## src/rtl/span_pkg.sv

```systemverilog
package span_pkg;
    parameter int ADDR_W   = 24;
    parameter int CNT_W    = 13;
    parameter int ZFRAC_W  = 12;
    parameter int ZINT_NW  = 16;
    parameter int ZINT_WW  = 24;
    parameter int CINT_W   = 8;
    parameter int CFRAC_W  = 12;
    parameter int MASK_W   = 16;
    parameter int COND_W   = 3;
    parameter int NCH      = 3;

    localparam int ZW     = ZINT_WW + ZFRAC_W;
    localparam int ZNW    = ZINT_NW + ZFRAC_W;
    localparam int CW     = CINT_W + CFRAC_W;
    localparam int MIDX_W = $clog2(MASK_W);

    typedef struct packed {
        logic                      down;
        logic [ZW-1:0]             zsl;
        logic [NCH-1:0][CW-1:0]    csl;
        logic [MASK_W-1:0]         mask;
        logic [COND_W-1:0]         cond;
        logic                      z24;
        logic                      zoff;
        logic                      coff;
        logic                      ahold;
        logic                      pseudo;
    } span_cfg_t;

    typedef struct packed {
        logic                      busy;
        logic                      done;
        logic [ADDR_W-1:0]         addr;
        logic [ZW-1:0]             z;
        logic [NCH-1:0][CW-1:0]    col;
        logic [CNT_W-1:0]          left;
        span_cfg_t                 cfg;
    } span_st_t;

    function automatic logic [ZW-1:0] zlimit(input logic wide);
        return wide ? {ZW{1'b1}} : {{(ZW-ZNW){1'b0}}, {ZNW{1'b1}}};
    endfunction
endpackage

```

## src/rtl/span_satacc.sv

```systemverilog
module span_satacc #(
    parameter int W = 20
) (
    input  logic [W-1:0] cur,
    input  logic [W-1:0] slope,
    input  logic [W-1:0] lim,
    input  logic         hold,
    output logic [W-1:0] nxt
);
    logic signed [W+1:0] sum;
    logic signed [W+1:0] top;

    always_comb begin
        sum = $signed({2'b00, cur}) + $signed({{2{slope[W-1]}}, slope});
        top = $signed({2'b00, lim});
        if (hold)
            nxt = cur;
        else if (sum < 0)
            nxt = '0;
        else if (sum > top)
            nxt = lim;
        else
            nxt = sum[W-1:0];
    end
endmodule

```

## src/rtl/span_zcmp.sv

```systemverilog
module span_zcmp #(
    parameter int W = 24
) (
    input  logic [W-1:0] cand,
    input  logic [W-1:0] stored,
    input  logic [2:0]   cond,
    output logic         pass
);
    logic lt, gt, eq;

    always_comb begin
        lt   = cand < stored;
        gt   = cand > stored;
        eq   = cand == stored;
        pass = (cond[2] & lt) | (cond[1] & gt) | (cond[0] & eq);
    end
endmodule

```

## src/rtl/span_interp.sv

```systemverilog
module span_interp
    import span_pkg::*;
(
    input  logic                  clk,
    input  logic                  rst_n,
    input  logic                  start,
    input  logic [CNT_W-1:0]      span_cnt,
    input  logic [ADDR_W-1:0]     addr_start,
    input  logic [ZW-1:0]         z_start,
    input  logic [ZW-1:0]         z_slope,
    input  logic [CW-1:0]         r_start,
    input  logic [CW-1:0]         r_slope,
    input  logic [CW-1:0]         g_start,
    input  logic [CW-1:0]         g_slope,
    input  logic [CW-1:0]         b_start,
    input  logic [CW-1:0]         b_slope,
    input  logic [MASK_W-1:0]     sd_mask,
    input  logic [COND_W-1:0]     z_cond,
    input  logic                  z24_en,
    input  logic                  z_interp_off,
    input  logic                  c_interp_off,
    input  logic                  addr_hold,
    input  logic                  pseudo_en,
    input  logic [ZINT_WW-1:0]    fb_zold,
    output logic                  busy,
    output logic                  done,
    output logic [ADDR_W-1:0]     pix_addr,
    output logic                  fb_we,
    output logic [ZINT_WW-1:0]    fb_z,
    output logic [NCH*CINT_W-1:0] fb_rgb
);
    span_st_t               cur_q, nxt_d;
    logic [ZW-1:0]          zlim;
    logic [ZW-1:0]          z_step;
    logic [NCH-1:0][CW-1:0] c_step;
    logic [ZINT_WW-1:0]     z_int;
    logic                   z_pass;
    logic                   mask_ok;
    logic [CNT_W-1:0]       cnt_mag;

    assign zlim  = zlimit(cur_q.cfg.z24);
    assign z_int = cur_q.z[ZW-1:ZFRAC_W];

    span_satacc #(.W(ZW)) u_zacc (
        .cur   (cur_q.z),
        .slope (cur_q.cfg.zsl),
        .lim   (zlim),
        .hold  (cur_q.cfg.zoff),
        .nxt   (z_step)
    );

    for (genvar c = 0; c < NCH; c++) begin : g_chan
        span_satacc #(.W(CW)) u_cacc (
            .cur   (cur_q.col[c]),
            .slope (cur_q.cfg.csl[c]),
            .lim   ({CW{1'b1}}),
            .hold  (cur_q.cfg.coff),
            .nxt   (c_step[c])
        );
        // channel 2 = red, 1 = green, 0 = blue; pseudo mode blanks the upper two
        if (c == 0) begin : g_keep
            assign fb_rgb[c*CINT_W +: CINT_W] = cur_q.col[c][CW-1:CFRAC_W];
        end else begin : g_blank
            assign fb_rgb[c*CINT_W +: CINT_W] =
                cur_q.cfg.pseudo ? '0 : cur_q.col[c][CW-1:CFRAC_W];
        end
    end

    span_zcmp #(.W(ZINT_WW)) u_zcmp (
        .cand   (z_int),
        .stored (fb_zold),
        .cond   (cur_q.cfg.cond),
        .pass   (z_pass)
    );

    assign mask_ok = cur_q.cfg.mask[cur_q.addr[MIDX_W-1:0]];

    always_comb begin
        nxt_d      = cur_q;
        nxt_d.done = 1'b0;
        cnt_mag    = span_cnt[CNT_W-1] ? (~span_cnt + CNT_W'(1)) : span_cnt;
        if (!cur_q.busy) begin
            if (start) begin
                if (span_cnt == '0) begin
                    nxt_d.done = 1'b1;
                end else begin
                    nxt_d.busy       = 1'b1;
                    nxt_d.left       = cnt_mag;
                    nxt_d.addr       = addr_start;
                    nxt_d.z          = z_start & zlimit(z24_en);
                    nxt_d.col        = {r_start, g_start, b_start};
                    nxt_d.cfg.down   = span_cnt[CNT_W-1];
                    nxt_d.cfg.zsl    = z_slope;
                    nxt_d.cfg.csl    = {r_slope, g_slope, b_slope};
                    nxt_d.cfg.mask   = sd_mask;
                    nxt_d.cfg.cond   = z_cond;
                    nxt_d.cfg.z24    = z24_en;
                    nxt_d.cfg.zoff   = z_interp_off;
                    nxt_d.cfg.coff   = c_interp_off;
                    nxt_d.cfg.ahold  = addr_hold;
                    nxt_d.cfg.pseudo = pseudo_en;
                end
            end
        end else begin
            if (!cur_q.cfg.ahold)
                nxt_d.addr = cur_q.cfg.down ? cur_q.addr - ADDR_W'(1)
                                            : cur_q.addr + ADDR_W'(1);
            nxt_d.z    = z_step;
            nxt_d.col  = c_step;
            nxt_d.left = cur_q.left - CNT_W'(1);
            if (cur_q.left == CNT_W'(1)) begin
                nxt_d.busy = 1'b0;
                nxt_d.done = 1'b1;
            end
        end
    end

    always_ff @(posedge clk or negedge rst_n) begin
        if (!rst_n)
            cur_q <= '0;
        else
            cur_q <= nxt_d;
    end

    assign busy     = cur_q.busy;
    assign done     = cur_q.done;
    assign pix_addr = cur_q.addr;
    assign fb_z     = z_int;
    assign fb_we    = cur_q.busy & z_pass & mask_ok;
endmodule

```

## config.mk

```make
export PLATFORM = sky130hd
export DESIGN_NAME = span_interp
export DESIGN_NICKNAME = d
export VERILOG_FILES = /design/src/rtl/span_pkg.sv /design/src/rtl/span_satacc.sv /design/src/rtl/span_zcmp.sv /design/src/rtl/span_interp.sv
export SDC_FILE = /design/constraint.sdc
export NUM_CORES = 1
export LEC_CHECK = 0
export BUFFER_PORTS_ARGS = -buffer_cell sky130_fd_sc_hd__buf_2
export CAP_MARGIN = 20
export CORE_ASPECT_RATIO = 1.75
export CORE_MARGIN = 10
export CORE_UTILIZATION = 39
export CTS_BUF_LIST = sky130_fd_sc_hd__clkbuf_2
export DETAILED_ROUTE_END_ITERATION = 16
export PLACE_DENSITY = 0.57
export SYNTH_ARGS = -nofsm -noshare
export SYNTH_HDL_FRONTEND = slang
export SYNTH_SLANG_ARGS = --single-unit
```

## constraint.sdc

```tcl
create_clock -name clk -period 6.4 [get_ports clk]
set_input_delay 0 -clock clk [delete_from_list [all_inputs] [get_ports clk]]
set_output_delay 0 -clock clk [all_outputs]
set_load 0.02 [all_outputs]
```

**After elaboration in Yosys (flattened, before gate mapping)**

Index checks and enable logic that the tools add are counted.

- Register bits: 256
- Bits of input ports: 280
- Output and inout port bits: 75
- Word-level logic and storage cells: 90

- Add/sub/neg operators: 8
- Magnitude comparators: 11
- Equal/unequal tests: 6
- Mux-type cells: 27
- Bitwise logic cells: 11
- Reductions and logical operators: 7

Operators by type and width:

| kind | number |
|---|---|
| two-way mux 256 bit | 1 |
| two-way mux 254 bit | 1 |
| two-way mux 20 bit | 9 |
| two-way mux 36 bit | 5 |
| two-way mux 135 bit | 1 |
| adder 21 x 20 -> 22 bit | 3 |
| > comparator 22 x 21 -> 1 bit (second input constant) | 3 |
| < comparator 22 x 1 -> 1 bit (second input constant) | 3 |
| two-way mux 24 bit | 2 |
| adder 37 x 36 -> 38 bit | 1 |
| > comparator 38 x 37 -> 1 bit | 1 |
| < comparator 38 x 1 -> 1 bit (second input constant) | 1 |
| AND 36 bit | 1 |
| adder 24 x 1 -> 24 bit (second input constant) | 1 |
| == test 24 bit | 1 |
| > comparator 24 bit | 1 |
| < comparator 24 bit | 1 |
| subtractor 24 x 1 -> 24 bit (second input constant) | 1 |
| two-way mux 8 bit | 2 |
| adder 13 x 1 -> 13 bit (second input constant) | 1 |
| == test 13 x 1 -> 1 bit (second input constant) | 1 |
| zero test 13 bit | 1 |
| two-way mux 13 bit | 1 |
| NOT 13 bit | 1 |
| other kinds (12) | 26 |

**Logic depth before layout (Yosys ltp)**

Gate-level depths: netlist of run 1.

- Word-level depth: 6
- Gate-level depth with buffers: 24
- Mapped depth without buffers: 23

**Cells and area by module**

A second synthesis of run 1 with hierarchy kept.

- Cell total of the unflattened synthesis: 2936
- Area total of the unflattened synthesis: 23953.0 um^2

Modules (own cells, without submodules):

| module | instances | cells an instance | area an instance (um^2) | sequential area each (um^2) |
|---|---|---|---|---|
| span_interp | 1 | 1426 | 12897.4 | 6406.1 |
| span_satacc (g_chan[0].u_cacc ...) | 3 | 291 | 2087.0 | 0.0 |
| span_satacc (u_zacc) | 1 | 545 | 4121.5 | 0.0 |
| span_zcmp | 1 | 92 | 673.1 | 0.0 |

**Worst setup path after synthesis of run 1**

Ideal clock, no wire load.

- Kind: reg2reg
- Start point: register cur_q[84] in the netlist's numbering
- End point: register cur_q[195] in the netlist's numbering
- Library setup time: 0.126 ns
- Arrival: 4.681 ns
- Data required time: 6.274 ns
- Setup slack: 1.593 ns
- Cell stages (with the launch flop): 24
- Buffers on the path: 0
- Clock period less this slack: 4.807 ns
- Cells stage by stage: dfrtp_1 -> ha_1 -> inv_1 -> fa_1 -> nor2b_1 -> o31a_1 -> o21ai_2 -> a311oi_1 -> o2111ai_1 -> a21boi_1 -> o21a_1 -> nor2_1 -> xnor2_1 -> ha_1 -> nand4_1 -> or4_1 -> nor4_1 -> and4_1 -> nand3_1 -> nor4_1 -> nand4b_1 -> a22oi_2 -> a21oi_1 -> a221o_1

- Word-level cells in the longest chain between the ends: 6
- Elaborated cells on any way between the ends: 7
- Classes of those cells: add/sub (1); order compare (2); mux (4)

Ends and longest elaborated chain:

| item | RTL line | source |
|---|---|---|
| from (decl) | span_interp.sv:32 | `span_st_t cur_q, nxt_d;` |
| from (signal assigned) | span_interp.sv:122 | `cur_q <= nxt_d;` |
| adder 37 x 36 -> 38 bit (*) | span_satacc.sv:14 | `sum = $signed({2'b00, cur}) + $signed({{2{slope[W-1]}}, slope});` |
| > comparator 38 x 37 -> 1 bit | span_satacc.sv:20 | `else if (sum > top)` |
| two-way mux 36 bit | span_satacc.sv:20 |  |
| two-way mux 36 bit (*) | span_satacc.sv:18 | `else if (sum < 0)` |
| two-way mux 36 bit (*) | span_satacc.sv:16 | `if (hold)` |
| two-way mux 135 bit (*) | span_interp.sv:82 | `if (!cur_q.busy) begin` |

Every way passes the cells marked *; elsewhere a longest branch is shown, timed or not. The select of a mux whose other input is x is not followed.
A chain may end at the register's enable or synchronous reset.

**Final worst setup path of run 1**

- Start point: register cur_q[93] in the netlist's numbering
- End point: register cur_q, in the netlist fb_z[13]

The elaborated chain is that of the path after synthesis.

==> results of run 1 <==
==> cells by family (layout without fill, tap and decap cells) <==
logic type,count (synthesis),count (layout),synth area share
flip-flops,256,256,0.3460
XOR/XNOR,109,109,0.05157
AND/OR/NAND/NOR,902,902,0.2174
multiplexers,11,11,0.009327
adder cells (fa/ha/maj),162,162,0.1115
other,0,8,0
buffers and inverters,224,1132,0.05995
AO/OA/AOI/OAI,562,562,0.2042
==> power by group <==
part | total, uW | internal (uW) | switching [uW]
Combinational | 6080 | 2640 | 3440
Sequential | 2610 | 2120 | 490
Clock | 1260 | 495 | 767
==> registers in the layout, indices dropped and copies added (netlist names) <==
signal,count
fb_rgb,8
fb_z,24
busy,1
pix_addr,24
done,1
cur_q,198
==> stage by stage <==
| step | hold WS (ns) | utilization | std cells | total power [uW] | instance area [um^2] |
|---|---|---|---|---|---|
| floorplan | -0.2956 | - | 2226 | 6800 | 18510 |
| global placement | 0.003947 | 0.4347 | 3033 | 8156 | 20390 |
| detailed placement | 0.01275 | 0.4350 | 3034 | 8253 | 20400 |
| CTS | 0.02929 | 0.5699 | 3719 | 9901 | 26730 |
| global route | 0.03944 | 0.5717 | 3730 | 10760 | 26810 |
| finish | 0.1117 | 0.5717 | 3730 | 9954 | 26810 |
==> layer usage <==
metal | up-vias | global-route usage
li1 | 9579 | -
met1 | 9670 | 0.2622
met4 | 2 | 0.1349
met3 | 186 | 0.05298
met5 | - | 0
met2 | 673 | 0.4857
==> synthesized netlist by cell type, types with 7 or more instances <==
| master | instances | share of area |
|---|---|---|
| sky130_fd_sc_hd__a211oi_1 | 14 | 0.0057 |
| sky130_fd_sc_hd__a21o_1 | 61 | 0.025 |
| sky130_fd_sc_hd__a21oi_1 | 138 | 0.037 |
| sky130_fd_sc_hd__a221o_1 | 33 | 0.018 |
| sky130_fd_sc_hd__a22oi_1 | 32 | 0.013 |
| sky130_fd_sc_hd__a31oi_1 | 23 | 0.0078 |
| sky130_fd_sc_hd__and2_1 | 10 | 0.0034 |
| sky130_fd_sc_hd__and3_1 | 31 | 0.010 |
| sky130_fd_sc_hd__buf_2 | 30 | 0.0081 |
| sky130_fd_sc_hd__buf_4 | 59 | 0.024 |
| sky130_fd_sc_hd__clkbuf_1 | 63 | 0.013 |
| sky130_fd_sc_hd__dfrtp_1 | 256 | 0.35 |
| sky130_fd_sc_hd__ha_1 | 157 | 0.11 |
| sky130_fd_sc_hd__inv_1 | 66 | 0.013 |
| sky130_fd_sc_hd__nand2_1 | 479 | 0.097 |
| sky130_fd_sc_hd__nand2b_1 | 23 | 0.0078 |
| sky130_fd_sc_hd__nand3_1 | 65 | 0.018 |
| sky130_fd_sc_hd__nand4_1 | 18 | 0.0061 |
| sky130_fd_sc_hd__nand4b_1 | 9 | 0.0043 |
| sky130_fd_sc_hd__nor2_1 | 133 | 0.027 |
| sky130_fd_sc_hd__nor2b_1 | 32 | 0.011 |
| sky130_fd_sc_hd__nor3_1 | 47 | 0.013 |
| sky130_fd_sc_hd__nor4_1 | 15 | 0.0051 |
| sky130_fd_sc_hd__o2111ai_1 | 7 | 0.0033 |
| sky130_fd_sc_hd__o21a_1 | 27 | 0.011 |
| sky130_fd_sc_hd__o21ai_0 | 99 | 0.027 |
| sky130_fd_sc_hd__o21ai_1 | 7 | 0.0019 |
| sky130_fd_sc_hd__o21bai_1 | 16 | 0.0065 |
| sky130_fd_sc_hd__o22ai_1 | 16 | 0.0054 |
| sky130_fd_sc_hd__o2bb2ai_1 | 9 | 0.0043 |
| sky130_fd_sc_hd__o31ai_1 | 8 | 0.0032 |
| sky130_fd_sc_hd__or2_2 | 9 | 0.0030 |
| sky130_fd_sc_hd__or3_1 | 14 | 0.0047 |
| sky130_fd_sc_hd__xnor2_1 | 64 | 0.030 |
| sky130_fd_sc_hd__xor2_1 | 45 | 0.021 |
==> worst max-delay path by stage <==
stage                                      from                     end  slack, ns
final                     cur_q[93]$_DFFE_PN0P_    fb_z[13]$_DFFE_PN0P_       0.31
after global placement      fb_z[3]$_DFFE_PN0P_  cur_q[195]$_DFFE_PN0P_       0.73
after global routing      cur_q[93]$_DFFE_PN0P_    fb_z[13]$_DFFE_PN0P_     0.0002
after detailed placement    fb_z[3]$_DFFE_PN0P_  cur_q[195]$_DFFE_PN0P_       0.58
after floorplan           cur_q[84]$_DFFE_PN0P_  cur_q[195]$_DFFE_PN0P_       1.59
after CTS                 cur_q[93]$_DFFE_PN0P_    fb_z[14]$_DFFE_PN0P_       0.07
==> worst max-delay path: stages, from the launching register on <==
cell	delay [ns]
sky130_fd_sc_hd__dfrtp_1	0.40
sky130_fd_sc_hd__ha_1	0.45
sky130_fd_sc_hd__nand2_2	0.12
sky130_fd_sc_hd__o211a_1	0.24
sky130_fd_sc_hd__o31a_1	0.36
sky130_fd_sc_hd__a311oi_1	0.28
sky130_fd_sc_hd__buf_4	0.17
sky130_fd_sc_hd__o2111ai_1	0.15
sky130_fd_sc_hd__a21boi_1	0.24
sky130_fd_sc_hd__o21a_1	0.15
sky130_fd_sc_hd__nor2_1	0.05
sky130_fd_sc_hd__xnor2_1	0.16
sky130_fd_sc_hd__ha_1	0.32
sky130_fd_sc_hd__nand4_1	0.10
sky130_fd_sc_hd__or4_1	0.52
sky130_fd_sc_hd__nor4_1	0.18
sky130_fd_sc_hd__and4_1	0.23
sky130_fd_sc_hd__nand3_1	0.08
sky130_fd_sc_hd__nor4_1	0.33
sky130_fd_sc_hd__nand4b_1	0.20
sky130_fd_sc_hd__a22oi_2	0.31
sky130_fd_sc_hd__a21oi_1	0.10
sky130_fd_sc_hd__a221o_1	0.27
sky130_fd_sc_hd__dlygate4sd3_1	0.55
==> timing repair <==
item,in CTS,in global routing
hold buffers,568,0
resized for setup,0,7
endpoints found under the hold margin,512,0
endpoints found under the setup margin,0,7
setup buffers,0,1
==> final cells by class <==
cell class              count  area share
flip-flops and latches    256      0.2389
repair buffers            948      0.2879
clock inverters            17    0.004666
inverters                  67    0.009379
diodes                      8   0.0007466
multi-input cells        1746      0.4123
clock buffers             100     0.01867
well taps                 588     0.02744
==> implementation parameters, run 1 <==
Parameter                              Value

Run status
  Result of the run ... finished, final reports clean

STA
  Post-route clock skew ... 0.08749 ns
  Final total negative setup slack ... 0 ns
  Worst slew pin tran ... 1.072 ns
  Min setup slack post-route ... 0.3058 ns
  Fin. max-slew vios ... 0
  Final hold violation count ... 0
  Final period utilization ... 0.9522
  Final count of negative-setup-slack endpoints ... 0
  Minimum clock period after layout ... 6.094 ns
  Fmax ... 164.1 MHz
  Unrepaired setup endpoints after global routing ... no
  Headroom to the max-slew limit ... 0.2852

Yosys
  Synthesized instance count ... 2226
  Netlist Area Pre-Place ... 0.01851 mm^2
  Commonest register cell after synthesis ... sky130_fd_sc_hd__dfrtp_1
  Proportion of synthesized flip-flops having asynchronous set or reset ... 1.000
  EDFF count, synth ... 0
  Cell variety after synth ... 87
  Total of warnings raised by yosys ... 0
  Avg Inst Size Synth ... 8.317 um^2
  Seq/Total Area, Yosys ... 0.3460
  Seq cells post-synth ... 256
  Mapped Nets ... 2668

Critical path
  Startpoint-to-endpoint class of the critical path ... reg -> reg
  Type of element launching the critical path ... flip-flop
  Req. time, crit path ... 7.19 ns
  Kind of end point of the critical path ... flip-flop
  Worst Path Max Fanout ... 9
  Critical R2R Capture ... fb_z[13]$_DFFE_PN0P_
  Flop-to-flop setup slack ... 0.31 ns
  Worst reg2reg startpoint ... cur_q[93]$_DFFE_PN0P_
  Depth of the worst register-to-register path ... 23
  Critical path arrival ... 6.89 ns

Clock tree
  Post-CTS clock slew at the launch and capture registers of the worst setup and hold paths ... 0.10 ns
  Largest buffer count on any clock path ... 3
  Clock latency on the worst-skew pair ... 0.97 ns
  H-Tree Level Count ... 3
  Buffer type at the clock tree root ... sky130_fd_sc_hd__clkbuf_2
  Number of buffers created by CTS ... 70
  Number of sinks driven by the clock tree ... 256
  CTS tree ... built

Placed design
  Post-DP HPWL ... 49540 um
  Number of input and output port buffers inserted ... 354
  Routability Congestion ... 0.9262
  Place WS ... 0.5794 ns

Floorplan
  Core Area ... 0.04690 mm^2
  Area of the die ... 0.05693 mm^2
  # IOs ... 355
  Vertical extent of the die ... 308.2 um
  Die width ... 184.7 um
  Initial Util ... 0.3947
  Number of placement rows ... 105

Run
  Max-Cap Viols ... 0

Final layout
  # nets final ... 3531
  Fill cell instance count of the final layout ... 4082
  Most common cell after layout, fill and taps aside ... sky130_fd_sc_hd__dlygate4sd3_1
  Most used cells in the layout excluding fill and tap cells ... sky130_fd_sc_hd__dlygate4sd3_1, sky130_fd_sc_hd__nand2_1, sky130_fd_sc_hd__buf_2, sky130_fd_sc_hd__dfrtp_1, sky130_fd_sc_hd__ha_1
  Reg area ... 0.006406 mm^2
  Ratio of cells with drive above 1 in the final layout ... 0.1688
  Area taken by multi-input logic gates ... 0.01105 mm^2
  Synth-to-layout area growth ... 44.84%

Worst hold path
  Min-Delay Path Depth ... 6
  Path category of the worst min-delay check ... in -> reg
  Worst Hold Path EP ... cur_q[132]$_DFFE_PN0P_
  Hold Path Origin ... start

Global route
  Total gr overflow ... 0
  Pin count of the biggest net entering global routing ... 219
  Vias in the first global route ... 22010
  Global Route Usage Sum ... 0.2594
  Global-route wire length before repair ... 117700 um
  Antenna violations before repair ... 8

Drt
  Wire length on met3 ... 4233 um
  Aggregate routed wire length ... 74510 um
  Residual antenna-violating net count after detailed routing ... 0
  Routed wire length per instance ... 19.98 um
  Met1 wire length ... 26880 um
  Wire length on met2 ... 39740 um
  Number of optimization iterations in the first detailed-route pass ... 5
  Vias per std cell ... 5.391
  Number of DRC violations after detailed-routing iteration 0 ... 1054
  Via count ... 20110
  Uppermost routed layer ... met5
  Number of DRC violations after detailed routing ... 0

Power
  P per Cell Area ... 371.2 mW/mm^2
  Lkg Pwr ... 0.01329 uW
  Peak supply drop ... 0.1963 mV
No activity file was read; power rests on OpenSTA's default activity.
==> inputs of run 2 (changes only) <==
ABC_AREA = 1   (was default)
BUFFER_PORTS_ARGS = default   (was -buffer_cell sky130_fd_sc_hd__buf_2)
DONT_BUFFER_PORTS = 1   (was default)
PLACE_DENSITY = 0.5   (was 0.57)
==> run 2 against run 1 <==
Via count up 2.8%; synthesized area grew 5.6%; core utilization down 4.6 points; global-route usage is 0.67 points lower; synthesized cell count is 28% higher; count of clock-buffer cells in the layout increased by 4; cell count up 9.7%; maximum frequency grew 12%; sequential cell count unchanged; non-clock buffer count is 370 lower; final area shrank 2.8%; critical endpoint unchanged; largest cell class unchanged.
==> implementation parameters, run 2 <==
Parameter                              Value

Critical path
  Startpoint-to-endpoint class of the critical path ... reg -> reg
  Req. time, crit path ... 7.23 ns (+0.04 ns)
  Kind of end point of the critical path ... flip-flop
  Type of element launching the critical path ... flip-flop
  Worst Path Max Fanout ... 35 (+26)
  Critical path arrival ... 6.25 ns (-0.64 ns)

Placed design
  Place WS ... 1.063 ns (+0.4831 ns)
  Number of input and output port buffers inserted ... 0 (-100%)
  Post-DP HPWL ... 55070 um (+11%)
  Routability Congestion ... 0.9410 (+1.6%)
  Dpl cell area ... 0.01971 mm^2 (-3.4%)

Final layout
  Fill cell instance count of the final layout ... 4902 (+20%)
  # nets final ... 3817 (+8.1%)
  Most used cells in the layout excluding fill and tap cells ... sky130_fd_sc_hd__nand2_1, sky130_fd_sc_hd__dlygate4sd3_1, sky130_fd_sc_hd__inv_1, sky130_fd_sc_hd__dfrtp_1, sky130_fd_sc_hd__nand3_1
  Largest register by flop count ... cur_q
  Fin area ... 0.02606 mm^2 (-2.8%)
  Synth-to-layout area growth ... 33.31%
  Share of the core filled with cells in the final layout ... 0.5255 (-0.04616)
  Max reg flops ... 198 (unchanged)
  Most common cell after layout, fill and taps aside ... sky130_fd_sc_hd__nand2_1
  Ratio of cells with drive above 1 in the final layout ... 0.04793 (-0.1209)

STA
  Final count of negative-setup-slack endpoints ... 0 (unchanged)
  Fmax ... 184.4 MHz (+12%)
  Post-route clock skew ... 0.06986 ns (-0.01763 ns)
  Worst slew pin tran ... 1.069 ns (-0.003444 ns)
  Final hold violation count ... 0 (unchanged)
  Final total negative setup slack ... 0 ns (unchanged)
  Min setup slack post-route ... 0.9761 ns (+0.6703 ns)
  Fin. max-slew vios ... 0 (unchanged)
  Unrepaired setup endpoints after global routing ... no
  Final period utilization ... 0.8475 (-0.1047)
  Minimum clock period after layout ... 5.424 ns (-0.6703 ns)
  Headroom to the max-slew limit ... 0.2874 (+0.002296)

Run status
  Result of the run ... finished, final reports clean

Clock tree
  Largest buffer count on any clock path ... 3 (unchanged)
  Cells resized by post-CTS repair ... 0 (unchanged)
  Buffer type at the clock tree root ... sky130_fd_sc_hd__clkbuf_2
  Clock latency on the worst-skew pair ... 1.01 ns (+0.04 ns)
  H-Tree Level Count ... 3 (unchanged)
  Number of sinks driven by the clock tree ... 256 (unchanged)
  Number of buffers created by CTS ... 73 (+4.3%)
  Post-CTS clock slew at the launch and capture registers of the worst setup and hold paths ... 0.12 ns (+0.02 ns)
  CTS tree ... built

Floorplan
  Die width ... 189.2 um (+2.5%)
  Area of the die ... 0.05984 mm^2 (+5.1%)
  Number of placement rows ... 108 (+2.9%)
  Vertical extent of the die ... 316.2 um (+2.6%)
  # IOs ... 355 (unchanged)
  Core Area ... 0.04959 mm^2 (+5.7%)
  Initial Util ... 0.3942 (-0.0005055)

Drt
  Via count ... 20670 (+2.8%)
  Number of DRC violations after detailed-routing iteration 0 ... 889 (-16%)
  Routed wire length per instance ... 18.64 um (-6.7%)
  Aggregate routed wire length ... 76290 um (+2.4%)
  Number of DRC violations after detailed routing ... 0 (unchanged)
  Residual antenna-violating net count after detailed routing ... 0 (unchanged)
  Number of optimization iterations in the first detailed-route pass ... 6 (+1)
  Vias per std cell ... 5.049 (-6.3%)

Yosys
  Most frequent cell after synthesis ... sky130_fd_sc_hd__nand2_1
  Area share of the leading cell type in the synthesized netlist ... 0.3277 (-0.01836)
  Synthesized instance count ... 2850 (+28%)
  Netlist Area Pre-Place ... 0.01955 mm^2 (+5.6%)
  Commonest register cell after synthesis ... sky130_fd_sc_hd__dfrtp_1
  Top cells by area, synth ... sky130_fd_sc_hd__dfrtp_1, sky130_fd_sc_hd__nand2_1, sky130_fd_sc_hd__ha_1
  Cell variety after synth ... 63 (-28%)
  Mapped Nets ... 3292 (+23%)
  Total of warnings raised by yosys ... 0 (unchanged)
  Most used standard cells in the synthesized netlist ... sky130_fd_sc_hd__nand2_1, sky130_fd_sc_hd__inv_1, sky130_fd_sc_hd__dfrtp_1
  Seq/Total Area, Yosys ... 0.3277 (-0.01836)
  Avg Inst Size Synth ... 6.860 um^2 (-18%)
  Dominant cell type by area after synthesis ... sky130_fd_sc_hd__dfrtp_1
  Seq cells post-synth ... 256 (unchanged)
  EDFF count, synth ... 0 (unchanged)
  Proportion of synthesized flip-flops having asynchronous set or reset ... 1.000 (unchanged)

Power
  P per Cell Area ... 329.8 mW/mm^2 (-11%)
  Lkg Pwr ... 0.01282 uW (-3.5%)
  Peak supply drop ... 0.1661 mV (-15%)
  Power consumption ... 8595 uW (-14%)

Global route
  Vias in the first global route ... 22600 (+2.7%)
  Global-route wire length before repair ... 120200 um (+2.2%)
  Pin count of the biggest net entering global routing ... 257 (+17%)
  Global Route Usage Sum ... 0.2527 (-0.006744)
  Total gr overflow ... 0 (unchanged)
  Antenna violations before repair ... 12 (+4)

Run
  Max-Cap Viols ... 0 (unchanged)

Worst hold path
  Path category of the worst min-delay check ... in -> async
[run 2: cell count changes after synthesis, sizes merged, moves of 21 or more]
cell,previous run,this run
nand2,480,1132
inv,66,302
nand3,65,195
a21o,61,7
a221o,33,0
nor2b,32,0
a22oi,33,2
and3,31,0
xnor2,64,33
nor2,134,162
nand2b,23,1
o21a,27,5
o211ai,7,28
[run 2: critical path, stage by stage (launching register included)]
cell and delay, ns:
sky130_fd_sc_hd__dfrtp_1 0.46, sky130_fd_sc_hd__ha_1 0.39, sky130_fd_sc_hd__nand2_1 0.13, sky130_fd_sc_hd__nor2_2 0.22, sky130_fd_sc_hd__nand3_1 0.24, sky130_fd_sc_hd__nand3_1 0.20, sky130_fd_sc_hd__nand2_1 0.11, sky130_fd_sc_hd__nand2_1 0.15
sky130_fd_sc_hd__nand2_1 0.13, sky130_fd_sc_hd__nand2_1 0.14, sky130_fd_sc_hd__nand2_1 0.07, sky130_fd_sc_hd__nand2_1 0.08, sky130_fd_sc_hd__xnor2_1 0.17, sky130_fd_sc_hd__inv_1 0.09, sky130_fd_sc_hd__ha_1 0.30, sky130_fd_sc_hd__nand2_1 0.09
sky130_fd_sc_hd__nor2_1 0.41, sky130_fd_sc_hd__nand3_1 0.13, sky130_fd_sc_hd__nor2_1 0.27, sky130_fd_sc_hd__nand3_1 0.11, sky130_fd_sc_hd__nor2_1 0.42, sky130_fd_sc_hd__nand3_2 0.18, sky130_fd_sc_hd__nand2_4 0.43, sky130_fd_sc_hd__nand3_1 0.13
sky130_fd_sc_hd__nand2_1 0.09, sky130_fd_sc_hd__nand3_1 0.07
[run 2: worst paths after layout]
kind | cells after the start | startpoint | slack, ns | end
worst max-delay path | 25 | cur_q[90]$_DFFE_PN0P_ | 0.98 | fb_z[13]$_DFFE_PN0P_
worst min-delay path | 3 | rst_n | 0.11 | fb_z[3]$_DFFE_PN0P_
worst max register to register | 25 | cur_q[90]$_DFFE_PN0P_ | 0.98 | fb_z[13]$_DFFE_PN0P_
worst min register to register | 2 | cur_q[104]$_DFFE_PN0P_ | 0.49 | cur_q[104]$_DFFE_PN0P_
max in group asynchronous | 4 | rst_n | 5.01 | cur_q[23]$_DFFE_PN0P_
min in group clk | 4 | start | 0.12 | cur_q[131]$_DFFE_PN0P_
[run 2: kinds of logic after synthesis]
| group | count (synthesis) | synth area share |
|---|---|---|
| AND/OR/NAND/NOR | 1554 | 0.3218 |
| XOR/XNOR | 84 | 0.03802 |
| flip-flops | 256 | 0.3277 |
| adder cells (fa/ha/maj) | 162 | 0.1056 |
| AO/OA/AOI/OAI | 360 | 0.1082 |
| multiplexers | 3 | 0.002432 |
| buffers and inverters | 431 | 0.09632 |
[run 2: repair_timing]
action / CTS / global route
hold buffers: 568 / 0
endpoints found under the hold margin: 512 / 0
buffers inserted: 0 / 0
[run 2: report_power, final]
group	internal (uW)	switching [uW]	leakage, uW
Combinational	1760	2810	0.00911
Clock	432	793	0.000480
Sequential	2080	721	0.00323
[run 2: metal layers]
metal  vias to the layer above  global-route usage  routed length [um]
met5                         -                   0                  24
met4                         4              0.1250                3498
met3                       190             0.05631                4370
met2                       629              0.4936               41600
met1                      9645              0.2411               26800
li1                      10200                   -                   -
[run 2: final cells by class]
cell class | count | area, um^2 | share of cell area
sequential | 256 | 6406 | 0.2458
timing repair buffer | 578 | 5798 | 0.2225
clock buffer | 104 | 520.5 | 0.01997
clock inverter | 18 | 73.82 | 0.002832
antenna | 11 | 27.53 | 0.001056
tap | 660 | 825.8 | 0.03169
inverter | 303 | 1145 | 0.04393
multi-input combinational | 2163 | 11270 | 0.4323
[run 2: per-stage QoR]
| stage | cells | hold slack (ns) |
|---|---|---|
| after floorplan | 2850 | -0.2956 |
| after global placement | 3391 | -0.2862 |
| after detailed placement | 3391 | -0.2839 |
| after CTS | 4081 | 0.0005439 |
| after global routing | 4091 | 0.09889 |
| final | 4093 | 0.1052 |
==> inputs of run 3 (changes only) <==
clock period = 5.4 ns   (was 6.4 ns; I/O delays follow)
==> run 3 against run 2 <==
Count of clock-buffer cells in the layout decreased by 1; clock skew increased by 0.010 ns; hold slack lost 0.033 ns; global-route usage increased by 0.068 points; sequential power grew 18%; setup slack got worse by 0.64 ns; via count is 0.19% higher; critical endpoint is now cur_q[200]$_DFFE_PN0P_.
==> implementation parameters, run 3 (same netlist as run 2, synthesis figures left out) <==
Parameter                              Value

Clock tree
  CTS tree ... built
  Postcts setup bufs ... 0 (unchanged)
  Clock latency on the worst-skew pair ... 1.03 ns (+0.02 ns)
  Buffer type at the clock tree root ... sky130_fd_sc_hd__clkbuf_2
  Number of buffers created by CTS ... 72 (-1.4%)
  Number of sinks driven by the clock tree ... 256 (unchanged)
  H-Tree Level Count ... 3 (unchanged)
  Largest buffer count on any clock path ... 3 (unchanged)
  Post-CTS clock slew at the launch and capture registers of the worst setup and hold paths ... 0.10 ns (-0.02 ns)

Critical path
  Kind of end point of the critical path ... flip-flop
  Critical path arrival ... 5.93 ns (-0.32 ns)
  Worst Path Max Fanout ... 35 (unchanged)
  Type of element launching the critical path ... flip-flop
  Startpoint-to-endpoint class of the critical path ... reg -> reg
  Req. time, crit path ... 6.27 ns (-0.96 ns)

Floorplan
  Core Area ... 0.04959 mm^2 (unchanged)
  Area of the die ... 0.05984 mm^2 (unchanged)
  Initial Util ... 0.3942 (unchanged)
  Vertical extent of the die ... 316.2 um (unchanged)
  Number of placement rows ... 108 (unchanged)
  # IOs ... 355 (unchanged)
  Die width ... 189.2 um (unchanged)

STA
  Worst slew pin tran ... 1.225 ns (+0.1558 ns)
  Min setup slack post-route ... 0.3410 ns (-0.6352 ns)
  Final total negative setup slack ... 0 ns (unchanged)
  Unrepaired setup endpoints after global routing ... no
  Final hold violation count ... 0 (unchanged)
  Post-route clock skew ... 0.08033 ns (+0.01047 ns)
  Fin. max-slew vios ... 0 (unchanged)
  Final count of negative-setup-slack endpoints ... 0 (unchanged)
  Fmax ... 197.7 MHz (+7.2%)
  Final period utilization ... 0.9369 (+0.08938)
  Minimum clock period after layout ... 5.059 ns (-0.3648 ns)
  Headroom to the max-slew limit ... 0.1836 (-0.1039)

Power
  Sw Share ... 0.5014 (-0.001546)
  Pint ... 5124 uW (+20%)
  Lkg Pwr ... 0.01281 uW (about the same)
  Power consumption ... 10280 uW (+20%)
  Relative contribution of combinational cells to total power ... 0.532 (about the same)
  Reg power frac ... 0.322 (-0.004)
  Net load switching power ... 5153 uW (+19%)
  Peak supply drop ... 0.2251 mV (+36%)
  Clock share of power ... 0.146 (+0.003)
  P per Cell Area ... 394.2 mW/mm^2 (+20%)

Final layout
  Most common cell after layout, fill and taps aside ... sky130_fd_sc_hd__nand2_1
  Max reg flops ... 198 (unchanged)
  Synth-to-layout area growth ... 33.36% (about the same)
  Share of the core filled with cells in the final layout ... 0.5257 (about the same)
  Largest register by flop count ... cur_q
  # nets final ... 3815 (-0.052%)
  Ratio of cells with drive above 1 in the final layout ... 0.04909 (+0.001169)
  Most used cells in the layout excluding fill and tap cells ... sky130_fd_sc_hd__nand2_1, sky130_fd_sc_hd__dlygate4sd3_1, sky130_fd_sc_hd__inv_1, sky130_fd_sc_hd__dfrtp_1, sky130_fd_sc_hd__nand3_1

Worst hold path
  Path category of the worst min-delay check ... in -> async

Drt
  Number of optimization iterations in the first detailed-route pass ... 5 (-1)
  Routed wire length per instance ... 18.91 um (+1.5%)
  Aggregate routed wire length ... 77320 um (+1.4%)
  Number of DRC violations after detailed routing ... 0 (unchanged)
  Vias per std cell ... 5.064 (+0.29%)
  Number of DRC violations after detailed-routing iteration 0 ... 927 (+4.3%)
  Residual antenna-violating net count after detailed routing ... 0 (unchanged)
  Via count ... 20710 (+0.19%)

Global route
  Global routing met3 resource utilization ... 0.06082 (+0.004509)
  Antenna violations before repair ... 13 (+1)
  Total gr overflow ... 0 (unchanged)
  Met2 usage in global routing ... 0.4884 (-0.005274)
  Peak-usage layer in the global routing report ... met2
  Pin count of the biggest net entering global routing ... 257 (unchanged)
  Global-route wire length before repair ... 120000 um (-0.22%)
  Global Route Usage Sum ... 0.2533 (+0.0006759)
  Fraction of met1 tracks used by global routing ... 0.2444 (+0.003330)
  Vias in the first global route ... 22180 (-1.9%)

Placed design
  Place WS ... 0.08491 ns (-0.9776 ns)
  Number of input and output port buffers inserted ... 0 (unchanged)
  Post-DP HPWL ... 55810 um (+1.3%)
  Routability Congestion ... 0.9296 (-1.2%)

Run
  Max-Cap Viols ... 0 (unchanged)

Run status
  Result of the run ... finished, final reports clean
-- run 3: metrics by stage --
stage / hold WS [ns] / area [um^2] / cells
floorplan: -0.2956 / 19550 / 2850
global placement: -0.2871 / 19740 / 3395
detailed placement: -0.2840 / 19740 / 3395
CTS: 0.05174 / 26020 / 4081
global route: 0.1079 / 26070 / 4089
finish: 0.07214 / 26070 / 4089
-- run 3: final timing paths --
check                                startpoint                      to  slack [ns]  depth (start not counted)
hold / removal                            rst_n  cur_q[100]$_DFFE_PN0P_        0.07                          3
hold reg to reg            cur_q[2]$_DFFE_PN0P_    cur_q[2]$_DFFE_PN0P_        0.49                          2
setup / recovery            fb_z[1]$_DFFE_PN0P_  cur_q[200]$_DFFE_PN0P_        0.34                         25
setup reg to reg            fb_z[1]$_DFFE_PN0P_  cur_q[200]$_DFFE_PN0P_        0.34                         25
min in group clk                    b_slope[10]   cur_q[34]$_DFFE_PN0P_        0.16                          4
max in group asynchronous                 rst_n   cur_q[65]$_DFFE_PN0P_        4.04                          4
-- run 3: worst max-delay path, stage by stage, from the launching register on --
cell and delay, ns:
sky130_fd_sc_hd__dfrtp_1 0.52, sky130_fd_sc_hd__ha_1 0.44, sky130_fd_sc_hd__nand2_1 0.12, sky130_fd_sc_hd__nor2_1 0.33, sky130_fd_sc_hd__inv_1 0.08, sky130_fd_sc_hd__nor3_1 0.17, sky130_fd_sc_hd__nand2_1 0.14, sky130_fd_sc_hd__nand2_1 0.18
sky130_fd_sc_hd__nand2_1 0.15, sky130_fd_sc_hd__nand2_1 0.12, sky130_fd_sc_hd__nand2_1 0.06, sky130_fd_sc_hd__nand2_1 0.07, sky130_fd_sc_hd__xnor2_1 0.14, sky130_fd_sc_hd__inv_1 0.07, sky130_fd_sc_hd__ha_1 0.29, sky130_fd_sc_hd__nand2_1 0.11
sky130_fd_sc_hd__nor2_2 0.30, sky130_fd_sc_hd__nand3_1 0.12, sky130_fd_sc_hd__nor2_1 0.23, sky130_fd_sc_hd__nand3_1 0.16, sky130_fd_sc_hd__nor2_1 0.32, sky130_fd_sc_hd__nand3_2 0.20, sky130_fd_sc_hd__nand2_8 0.29, sky130_fd_sc_hd__nand3_1 0.11
sky130_fd_sc_hd__nand2_1 0.07, sky130_fd_sc_hd__nand3_1 0.08
-- run 3: area by class of cell --
class                           count  area [um^2]
Inverter                          303         1145
Sequential cell                   256         6406
Clock inverter                     20        107.6
Fill cell                        4921        23520
Timing Repair Buffer              577         5778
Clock buffer                      103        515.5
Multi-Input combinational cell   2163        11280
Antenna cell                        7        17.52
Tap cell                          660        825.8
-- run 3: power groups by stage --
| stage | clock [uW] | sequential (uW) | combinational (uW) |
|---|---|---|---|
| 2_1_floorplan | 0 | 2830 | 4530 |
| 3_3_place_gp | 0 | 3340 | 5060 |
| 3_5_place_dp | 0 | 3350 | 5120 |
| 4_1_cts | 1570 | 3310 | 5470 |
| 5_1_grt | 1660 | 3390 | 6230 |
| 6_report | 1500 | 3310 | 5470 |
-- run 3: metal layers --
metal,vias up,wire [um]
li1,10200,-
met1,9654,26980
met2,658,41790
met3,190,4926
met4,10,3563
met5,-,61
-- run 3: what timing repair did --
item / CTS / global route
hold buffers: 563 / 0
endpoints found under the hold margin: 512 / 0
endpoints found under the setup margin: 0 / 35
gates resized for setup: 0 / 2
